[src/rtl/icap_pkg.sv]
package icap_pkg;
  localparam int CAP_W_DEF   = 16;
  localparam int SYNC_N_DEF  = 2;
  localparam int FILT_N_DEF  = 4;

  typedef enum logic {
    POL_FALL = 1'b0,
    POL_RISE = 1'b1
  } edge_pol_e;
endpackage

[src/rtl/icap_sync.sv]
module icap_sync #(
  parameter int STAGES = icap_pkg::SYNC_N_DEF
) (
  input  logic clk,
  input  logic rst_n,
  input  logic d_i,
  output logic q_o
);
  logic [STAGES-1:0] chain_q;
  logic [STAGES-1:0] chain_d;

  always_comb begin
    chain_d = {chain_q[STAGES-2:0], d_i};
  end

  always_ff @(posedge clk or negedge rst_n) begin
    if (!rst_n) chain_q <= '0;
    else        chain_q <= chain_d;
  end

  assign q_o = chain_q[STAGES-1];
endmodule

[src/rtl/icap_filter.sv]
module icap_filter #(
  parameter int LEN = icap_pkg::FILT_N_DEF
) (
  input  logic clk,
  input  logic rst_n,
  input  logic samp_i,
  output logic filt_o
);
  localparam int HW = LEN - 1;

  logic [HW-1:0] hist_q, hist_d;
  logic          filt_q, filt_d;
  logic          all_hi, all_lo;

  always_comb begin
    all_hi = &{samp_i, hist_q};
    all_lo = ~|{samp_i, hist_q};
    if (all_hi)      filt_d = 1'b1;
    else if (all_lo) filt_d = 1'b0;
    else             filt_d = filt_q;
    if (HW > 1) hist_d = {hist_q[HW-2:0], samp_i};
    else        hist_d = HW'(samp_i);
  end

  always_ff @(posedge clk or negedge rst_n) begin
    if (!rst_n) begin
      hist_q <= '0;
      filt_q <= 1'b0;
    end else begin
      hist_q <= hist_d;
      filt_q <= filt_d;
    end
  end

  assign filt_o = filt_q;

  AST_FILT_AGREE: assert property (@(posedge clk) disable iff (!rst_n)
    (filt_q != $past(filt_q)) |-> ($past(samp_i) == filt_q && $past(hist_q) == {HW{filt_q}}));
endmodule

[src/rtl/icap_edge.sv]
module icap_edge
  import icap_pkg::*;
(
  input  logic clk,
  input  logic rst_n,
  input  logic lvl_i,
  input  logic rise_sel_i,
  output logic evt_o
);
  logic      prev_q;
  logic      rise, fall;
  edge_pol_e pol;

  always_comb begin
    pol   = edge_pol_e'(rise_sel_i);
    rise  = lvl_i & ~prev_q;
    fall  = ~lvl_i & prev_q;
    evt_o = (pol == POL_RISE) ? rise : fall;
  end

  always_ff @(posedge clk or negedge rst_n) begin
    if (!rst_n) prev_q <= 1'b0;
    else        prev_q <= lvl_i;
  end

  AST_POLARITY: assert property (@(posedge clk) disable iff (!rst_n)
    evt_o |-> (lvl_i == rise_sel_i));
  AST_SEL_QUIET: assert property (@(posedge clk) disable iff (!rst_n)
    (!$stable(rise_sel_i) && $stable(lvl_i)) |-> !evt_o);
endmodule

[src/rtl/icap_unit.sv]
module icap_unit #(
  parameter int CNT_W       = icap_pkg::CAP_W_DEF,
  parameter int SYNC_STAGES = icap_pkg::SYNC_N_DEF,
  parameter int FILT_LEN    = icap_pkg::FILT_N_DEF
) (
  input  logic             clk,
  input  logic             rst_n,
  input  logic [CNT_W-1:0] cnt_i,
  input  logic             cap_pin_i,
  input  logic             filt_en_i,
  input  logic             rise_sel_i,
  input  logic             top_lock_i,
  input  logic             irq_en_i,
  input  logic             flag_clr_i,
  output logic [CNT_W-1:0] cap_value_o,
  output logic             cap_flag_o,
  output logic             irq_o
);
  localparam int NSRC = 2;

  logic             pin_s;
  logic             pin_f;
  logic [NSRC-1:0]  src_lvl;
  logic [NSRC-1:0]  src_evt;
  logic             cap_evt;
  logic             cap_en;
  logic [CNT_W-1:0] cap_q;
  logic             flag_q, flag_d;

  icap_sync #(.STAGES(SYNC_STAGES)) u_sync (
    .clk   (clk),
    .rst_n (rst_n),
    .d_i   (cap_pin_i),
    .q_o   (pin_s)
  );

  icap_filter #(.LEN(FILT_LEN)) u_filt (
    .clk    (clk),
    .rst_n  (rst_n),
    .samp_i (pin_s),
    .filt_o (pin_f)
  );

  assign src_lvl = {pin_f, pin_s};

  for (genvar g = 0; g < NSRC; g++) begin : g_det
    icap_edge u_edge (
      .clk        (clk),
      .rst_n      (rst_n),
      .lvl_i      (src_lvl[g]),
      .rise_sel_i (rise_sel_i),
      .evt_o      (src_evt[g])
    );
  end

  always_comb begin
    cap_evt = (filt_en_i ? src_evt[1] : src_evt[0]) & ~top_lock_i;
    cap_en  = cap_evt;
    if (cap_evt)         flag_d = 1'b1;
    else if (flag_clr_i) flag_d = 1'b0;
    else                 flag_d = flag_q;
  end

  always_ff @(posedge clk or negedge rst_n) begin
    if (!rst_n)      cap_q <= '0;
    else if (cap_en) cap_q <= cnt_i;
  end

  always_ff @(posedge clk or negedge rst_n) begin
    if (!rst_n) flag_q <= 1'b0;
    else        flag_q <= flag_d;
  end

  assign cap_value_o = cap_q;
  assign cap_flag_o  = flag_q;
  assign irq_o       = flag_q & irq_en_i;

  AST_FLAG_SET: assert property (@(posedge clk) disable iff (!rst_n)
    cap_evt |=> cap_flag_o);
  AST_FLAG_CLEAR: assert property (@(posedge clk) disable iff (!rst_n)
    (flag_clr_i && !cap_evt) |=> !cap_flag_o);
  AST_CLR_LOSES: assert property (@(posedge clk) disable iff (!rst_n)
    (flag_clr_i && cap_evt) |=> cap_flag_o);
  AST_LOCK_HOLD: assert property (@(posedge clk) disable iff (!rst_n)
    top_lock_i |=> $stable(cap_value_o));
  AST_CAP_STORES: assert property (@(posedge clk) disable iff (!rst_n)
    cap_evt |=> (cap_value_o == $past(cnt_i)));
endmodule

[config.mk]
export PLATFORM = sky130hd
export DESIGN_NAME = icap_unit
export DESIGN_NICKNAME = d
export VERILOG_FILES = /design/src/rtl/icap_pkg.sv /design/src/rtl/icap_sync.sv /design/src/rtl/icap_filter.sv /design/src/rtl/icap_edge.sv /design/src/rtl/icap_unit.sv
export SDC_FILE = /design/constraint.sdc
export NUM_CORES = 1
export LEC_CHECK = 0
export BUFFER_PORTS_ARGS = -buffer_cell sky130_fd_sc_hd__buf_2
export CORE_UTILIZATION = 36
export CTS_CLUSTER_DIAMETER = 100
export DETAILED_ROUTE_END_ITERATION = 12
export SETUP_SLACK_MARGIN = 0.15
export SYNTH_ARGS = -nofsm -noshare
export SYNTH_HDL_FRONTEND = slang
export SYNTH_SLANG_ARGS = --single-unit
[constraint.sdc]
create_clock -name clk -period 2.02 [get_ports clk]
set_clock_uncertainty 0.1 [all_clocks]
set_input_delay 0.303 -clock clk [delete_from_list [all_inputs] [get_ports clk]]
set_output_delay 0.303 -clock clk [all_outputs]
set_load 0.02 [all_outputs]
## Yosys cells after proc, flatten, opt, wreduce, memory -nomap -nowiden

Index checks and enable logic that the tools add are counted.

| storage, ports and cells | value |
|---|---|
| register bits after elaboration | 25 |
| word-level logic and storage cells | 29 |

| operators by class | value |
|---|---|
| bitwise logic cells | 11 |
| reduce and logical (&&, ||, !) cells | 3 |
| mux-type cells | 7 |
| equal/unequal tests | 1 |

Operators by type and width:

| cell | count |
|---|---|
| $mux 1 | 7 |
| $and 1x1->1 | 6 |
| $not 1->1 | 5 |
| $reduce_and 4->1 | 1 |
| $reduce_or 4->1 | 1 |
| $ne 2x1->1 const B | 1 |
| $reduce_bool 2->1 | 1 |

## Longest topological paths before layout

| logic depth | value |
|---|---|
| word-level depth | 6 |
| depth in mapped cells | 5 |
| depth with buffers taken out | 4 |

## Cells and area by module

From an unflattened synthesis, not the netlist that was laid out.

| second synthesis, totals | value |
|---|---|
| cell total of the unflattened synthesis | 56 |
| area, all modules | 975.9 µm² |

By module, submodules not included:

| module | cells an instance | instances | area each (µm²) |
|---|---|---|---|
| icap_unit | 39 | 1 | 704.4 |
| icap_filter | 7 | 1 | 126.4 |
| icap_edge | 4 | 2 | 47.5 |
| icap_sync | 2 | 1 | 50.0 |

## Worst setup path before layout

OpenSTA, ideal clock, no wires.

| timing | value |
|---|---|
| path type | flip-flop to flip-flop |
| start point | register u_sync.chain_q[1] |
| end point | register cap_q[10], in the netlist cap_value_o[10] |
| clock period less this slack | 1.787 ns |
| setup slack | 0.233 ns |
| arrival | 1.562 ns |
| setup time | 0.125 ns |
| cell stages (with the launch flop) | 6 |
| cells stage by stage | dfrtp_1 nor3b_1 a311oi_1 a211oi_4 buf_6 mux2_4 |

| between the ends | value |
|---|---|
| longest elaborated chain between the ends | 5 |
| elaborated cells between the ends (all ways) | 6 |

RTL lines:

| item | RTL line | source |
|---|---|---|
| from (decl) | icap_sync.sv:9 | `logic [STAGES-1:0] chain_q;` |
| from (signal assigned) | icap_sync.sv:18 | `else chain_q <= chain_d;` |
| $not 1->1 | icap_edge.sv:17 | `fall = ~lvl_i & prev_q;` |
| $and 1x1->1 | icap_edge.sv:17 |  |
| $mux 1 * | icap_edge.sv:18 | `evt_o = (pol == POL_RISE) ? rise : fall;` |
| $mux 1 * | icap_unit.sv:57 | `cap_evt = (filt_en_i ? src_evt[1] : src_evt[0]) & ~top_lock_i;` |
| $and 1x1->1 * | icap_unit.sv:57 |  |
| to (signal assigned) | icap_unit.sv:66 | `else if (cap_en) cap_q <= cnt_i;` |
| to (decl) | icap_unit.sv:27 | `logic [CNT_W-1:0] cap_q;` |

Mark *: on every way between the ends. The rest lies on a longest branch, timed or not.
A chain may end at the register's enable or synchronous reset.

## Worst setup path after layout

| timing | value |
|---|---|
| start point | register u_sync.chain_q[1] |
| end point | register cap_q[1], in the netlist cap_value_o[1] |

The elaborated chain is that of the path after synthesis.

==> report_table.html <==
<table>
<tr><th>Metric</th><th>Value</th></tr>
<tr><th colspan="2">Floorplan</th></tr>
<tr><td>Die boundary height</td><td>52.6 microns</td></tr>
<tr><td>Rows</td><td>17</td></tr>
<tr><td>Core area</td><td>2320 sq um</td></tr>
<tr><td>Number of top-level pins</td><td>42</td></tr>
<tr><td>Width of the die</td><td>52.6 microns</td></tr>
<tr><td>DIE AREA</td><td>2770 sq um</td></tr>
<tr><td>Effective utilization at floorplan</td><td>39.8%</td></tr>
<tr><th colspan="2">STA</th></tr>
<tr><td>Slew Limit Headroom</td><td>66.8%</td></tr>
<tr><td>Final setup violation count</td><td>0</td></tr>
<tr><td>Peak clock frequency supported by timing</td><td>0.557 GHz</td></tr>
<tr><td>Total Negative Setup Slacks</td><td>0 ns</td></tr>
<tr><td>RSZ-0062 raised after global routing</td><td>no</td></tr>
<tr><td>Shortest clock period the worst path allows after layout</td><td>1.80 ns</td></tr>
<tr><td>Final period util</td><td>89.0%</td></tr>
<tr><td>Final-report max-slew violation count</td><td>0</td></tr>
<tr><td>Least-Margin Pin Slew</td><td>0.498 ns</td></tr>
<tr><td>Final Hold Violating Endpoints</td><td>0</td></tr>
<tr><th colspan="2">Clocking</th></tr>
<tr><td>Clock latency of the later-clocked register in the worst-skew pair</td><td>0.31 ns</td></tr>
<tr><td>Setup fix buffers added after clock tree synthesis</td><td>0</td></tr>
<tr><td>Reg clk slew, reported paths</td><td>0.13 ns</td></tr>
<tr><td>TritonCTS sink count</td><td>24</td></tr>
<tr><td>TritonCTS buffer count</td><td>3</td></tr>
<tr><td>Maximum clock path buffer count</td><td>2</td></tr>
<tr><td>Depth of the CTS H-tree</td><td>1</td></tr>
<tr><td>Post-CTS Hold Fix Bufs</td><td>2</td></tr>
<tr><td>Gates resized, CTS repair</td><td>0</td></tr>
<tr><td>Root Buffer</td><td>sky130_fd_sc_hd__clkbuf_4</td></tr>
<tr><td>CTS tree</td><td>built</td></tr>
<tr><th colspan="2">Global routing</th></tr>
<tr><td>Maximum number of pins on one net before global-route repair</td><td>25</td></tr>
<tr><td>Overall global routing resource usage</td><td>13.2%</td></tr>
<tr><td>Via count of the first global-routing pass</td><td>612</td></tr>
<tr><td>Antenna violations before repair</td><td>0</td></tr>
<tr><td>GRT overflow</td><td>0</td></tr>
<tr><td>First-pass GRT wire length</td><td>2610 microns</td></tr>
<tr><th colspan="2">Pwr</th></tr>
<tr><td>Maximum VDD drop</td><td>597 uV</td></tr>
<tr><td>Cell area power density</td><td>1030 nW/um^2</td></tr>
<tr><td>Tot Pwr</td><td>0.00128 W</td></tr>
<tr><td>Static leakage</td><td>0.621 nW</td></tr>
<tr><th colspan="2">Critical path</th></tr>
<tr><td>Crit Path Max Fanout</td><td>17</td></tr>
<tr><td>Data arrival at the endpoint of the critical path</td><td>1.91 ns</td></tr>
<tr><td>Required arrival time at the worst endpoint</td><td>2.13 ns</td></tr>
<tr><td>Nature of the critical path startpoint</td><td>register</td></tr>
<tr><td>Reg2reg setup slack</td><td>0.22 ns</td></tr>
<tr><td>Sort of element at the end of the critical path</td><td>register</td></tr>
<tr><td>WS Path Type</td><td>register to register</td></tr>
<tr><th colspan="2">Route</th></tr>
<tr><td>DRT Wirelength</td><td>1540 microns</td></tr>
<tr><td>Count of unresolved DRC violations after routing</td><td>0</td></tr>
<tr><td>Number of violations reported at the end of detailed-routing iteration 0</td><td>0</td></tr>
<tr><td>Remaining antenna violation count</td><td>0</td></tr>
<tr><td>Wire length per cell</td><td>11.8 microns</td></tr>
<tr><td>Router iterations before antenna repair</td><td>1</td></tr>
<tr><td>Via count of the routed design</td><td>588</td></tr>
<tr><td>Ratio of routed vias to standard cells</td><td>4.52</td></tr>
<tr><th colspan="2">Cells and area</th></tr>
<tr><td>Nets@finish</td><td>127</td></tr>
<tr><td>Share of layout cells above drive strength 1</td><td>62.7%</td></tr>
<tr><td>Area added between synthesis and finish</td><td>34.9%</td></tr>
<tr><td>Diode count</td><td>0</td></tr>
<tr><td>Leading cell type in the layout, fill and taps excluded</td><td>sky130_fd_sc_hd__buf_2</td></tr>
<tr><td>Most used cells in the layout excluding fill and tap cells</td><td>41 x sky130_fd_sc_hd__buf_2, 24 x sky130_fd_sc_hd__dfrtp_1, 9 x sky130_fd_sc_hd__mux2_4, 7 x sky130_fd_sc_hd__mux2_2, 3 x sky130_fd_sc_hd__clkbuf_4</td></tr>
<tr><th colspan="2">Hold path</th></tr>
<tr><td>Hold WC Path Type</td><td>input pin to register</td></tr>
<tr><th colspan="2">Synth</th></tr>
<tr><td>Mean instance size in the synthesized netlist</td><td>16.8 sq um</td></tr>
<tr><td>Cells after synthesis</td><td>55</td></tr>
<tr><td>Register bit count reported by yosys</td><td>24</td></tr>
<tr><td>Number of nets in the synthesized netlist</td><td>79</td></tr>
<tr><td>Yosys warning total</td><td>0</td></tr>
<tr><td>Portion of the post-synthesis area used by sequential elements</td><td>65.1%</td></tr>
<tr><td>Number of distinct standard cells referenced by the synthesized netlist</td><td>16</td></tr>
<tr><td>Cell Area, Synth</td><td>922 sq um</td></tr>
<tr><th colspan="2">Placement</th></tr>
<tr><td>Post-detailed-placement half-perimeter wirelength</td><td>1140 microns</td></tr>
<tr><td>Gp weighted congestion</td><td>0.668</td></tr>
<tr><td>Buffers added on ports</td><td>41</td></tr>
<tr><th colspan="2">Status</th></tr>
<tr><td>Result of the run</td><td>finished, final reports clean</td></tr>
<tr><th colspan="2">Run</th></tr>
<tr><td>Max-cap violation count</td><td>0</td></tr>
</table>
## power by group
group | internal [W] | leakage (nW) | switching (W)
Sequential | 0.000561 | 0.286 | 0.0000436
Combinational | 0.000161 | 0.307 | 0.000170
Clock | 0.000201 | 0.0279 | 0.000140
Total | 0.000923 | 0.621 | 0.000354
## layer usage
metal  wire length (microns)  part of all wire (%)  GRT usage, %  vias to the layer above
li1                        -                     -             -                      285
met1                     681                    44          17.3                      270
met2                     717                    47          20.9                       31
met3                     121                   7.9          3.77                        2
met4                      20                   1.3          3.95                        0
met5                       0                     0             0                        -
## synth_stat cells
cell	number	share of area, %
sky130_fd_sc_hd__a2bb2oi_1	1	0.95
sky130_fd_sc_hd__a311oi_1	1	0.95
sky130_fd_sc_hd__buf_6	1	1.2
sky130_fd_sc_hd__nor2_1	1	0.41
sky130_fd_sc_hd__a21oi_1	2	1.1
sky130_fd_sc_hd__nor3b_1	1	0.81
sky130_fd_sc_hd__a21o_2	1	0.95
sky130_fd_sc_hd__nand3_1	1	0.54
sky130_fd_sc_hd__and2_1	1	0.68
sky130_fd_sc_hd__nand2_1	1	0.41
sky130_fd_sc_hd__dfrtp_1	24	65
sky130_fd_sc_hd__a211oi_4	1	2.2
sky130_fd_sc_hd__or3_1	1	0.68
sky130_fd_sc_hd__inv_1	2	0.81
sky130_fd_sc_hd__mux2_4	9	15
sky130_fd_sc_hd__mux2_2	7	8.5
## cell families (layout without fill, tap and decap cells)
group | count (synthesis) | after routing | synth area share, %
flops | 24 | 24 | 65.1
mux | 16 | 16 | 23.2
compound gates | 6 | 6 | 6.11
simple gates | 6 | 6 | 3.53
buf+inv | 3 | 50 | 2.04
## registers in the layout, indices dropped and copies added, names as in the netlist
signal               flops
cap_flag_o               1
g_det.u_edge.prev_q      1
u_filt.hist_q            3
u_filt.filt_o            1
u_sync.chain_q           2
cap_value_o             16
## through the flow
step / utilization (%) / hold WS (ns) / setup WS [ns] / instances / cell area (sq um)
global route: 53.6 / 0.0925 / 0.155 / 130 / 1240
floorplan: - / -0.0926 / 0.233 / 55 / 922
detailed placement: 50.5 / 0.206 / 0.213 / 124 / 1170
CTS: 53.6 / 0.0923 / 0.208 / 130 / 1240
finish: 53.6 / 0.104 / 0.223 / 130 / 1240
global placement: 50.5 / 0.207 / 0.283 / 124 / 1170
## worst max-delay path: stages (launching register included)
cell                       delay, ns
sky130_fd_sc_hd__dfrtp_1        0.45
sky130_fd_sc_hd__nor3b_1        0.22
sky130_fd_sc_hd__a311oi_1       0.11
sky130_fd_sc_hd__a211oi_4       0.27
sky130_fd_sc_hd__buf_12         0.20
sky130_fd_sc_hd__mux2_2         0.35
## path summary, 6_finish.rpt
| kind | from | end | cells past startpoint |
|---|---|---|---|
| setup / recovery | u_sync.chain_q[1] | cap_value_o[1] | 5 |
| hold / removal | cnt_i[9] | cap_value_o[9] | 2 |
| setup reg to reg | u_sync.chain_q[1] | cap_value_o[1] | 5 |
| hold reg to reg | u_sync.chain_q[0] | u_sync.chain_q[1] | 0 |
| max in group asynchronous | rst_n | cap_value_o[15] | 2 |
| min in group asynchronous | rst_n | u_filt.hist_q[1] | 2 |
## area by class of cell
type | instances | area (sq um)
clock buffer | 3 | 22.5
clock inverter | 1 | 30.0
fill | 218 | 1070
inverter | 2 | 7.51
multi-input combinational | 28 | 303
sequential | 24 | 601
tap | 28 | 35.0
timing repair buffer | 44 | 245
No activity file was read; power rests on OpenSTA's default activity.
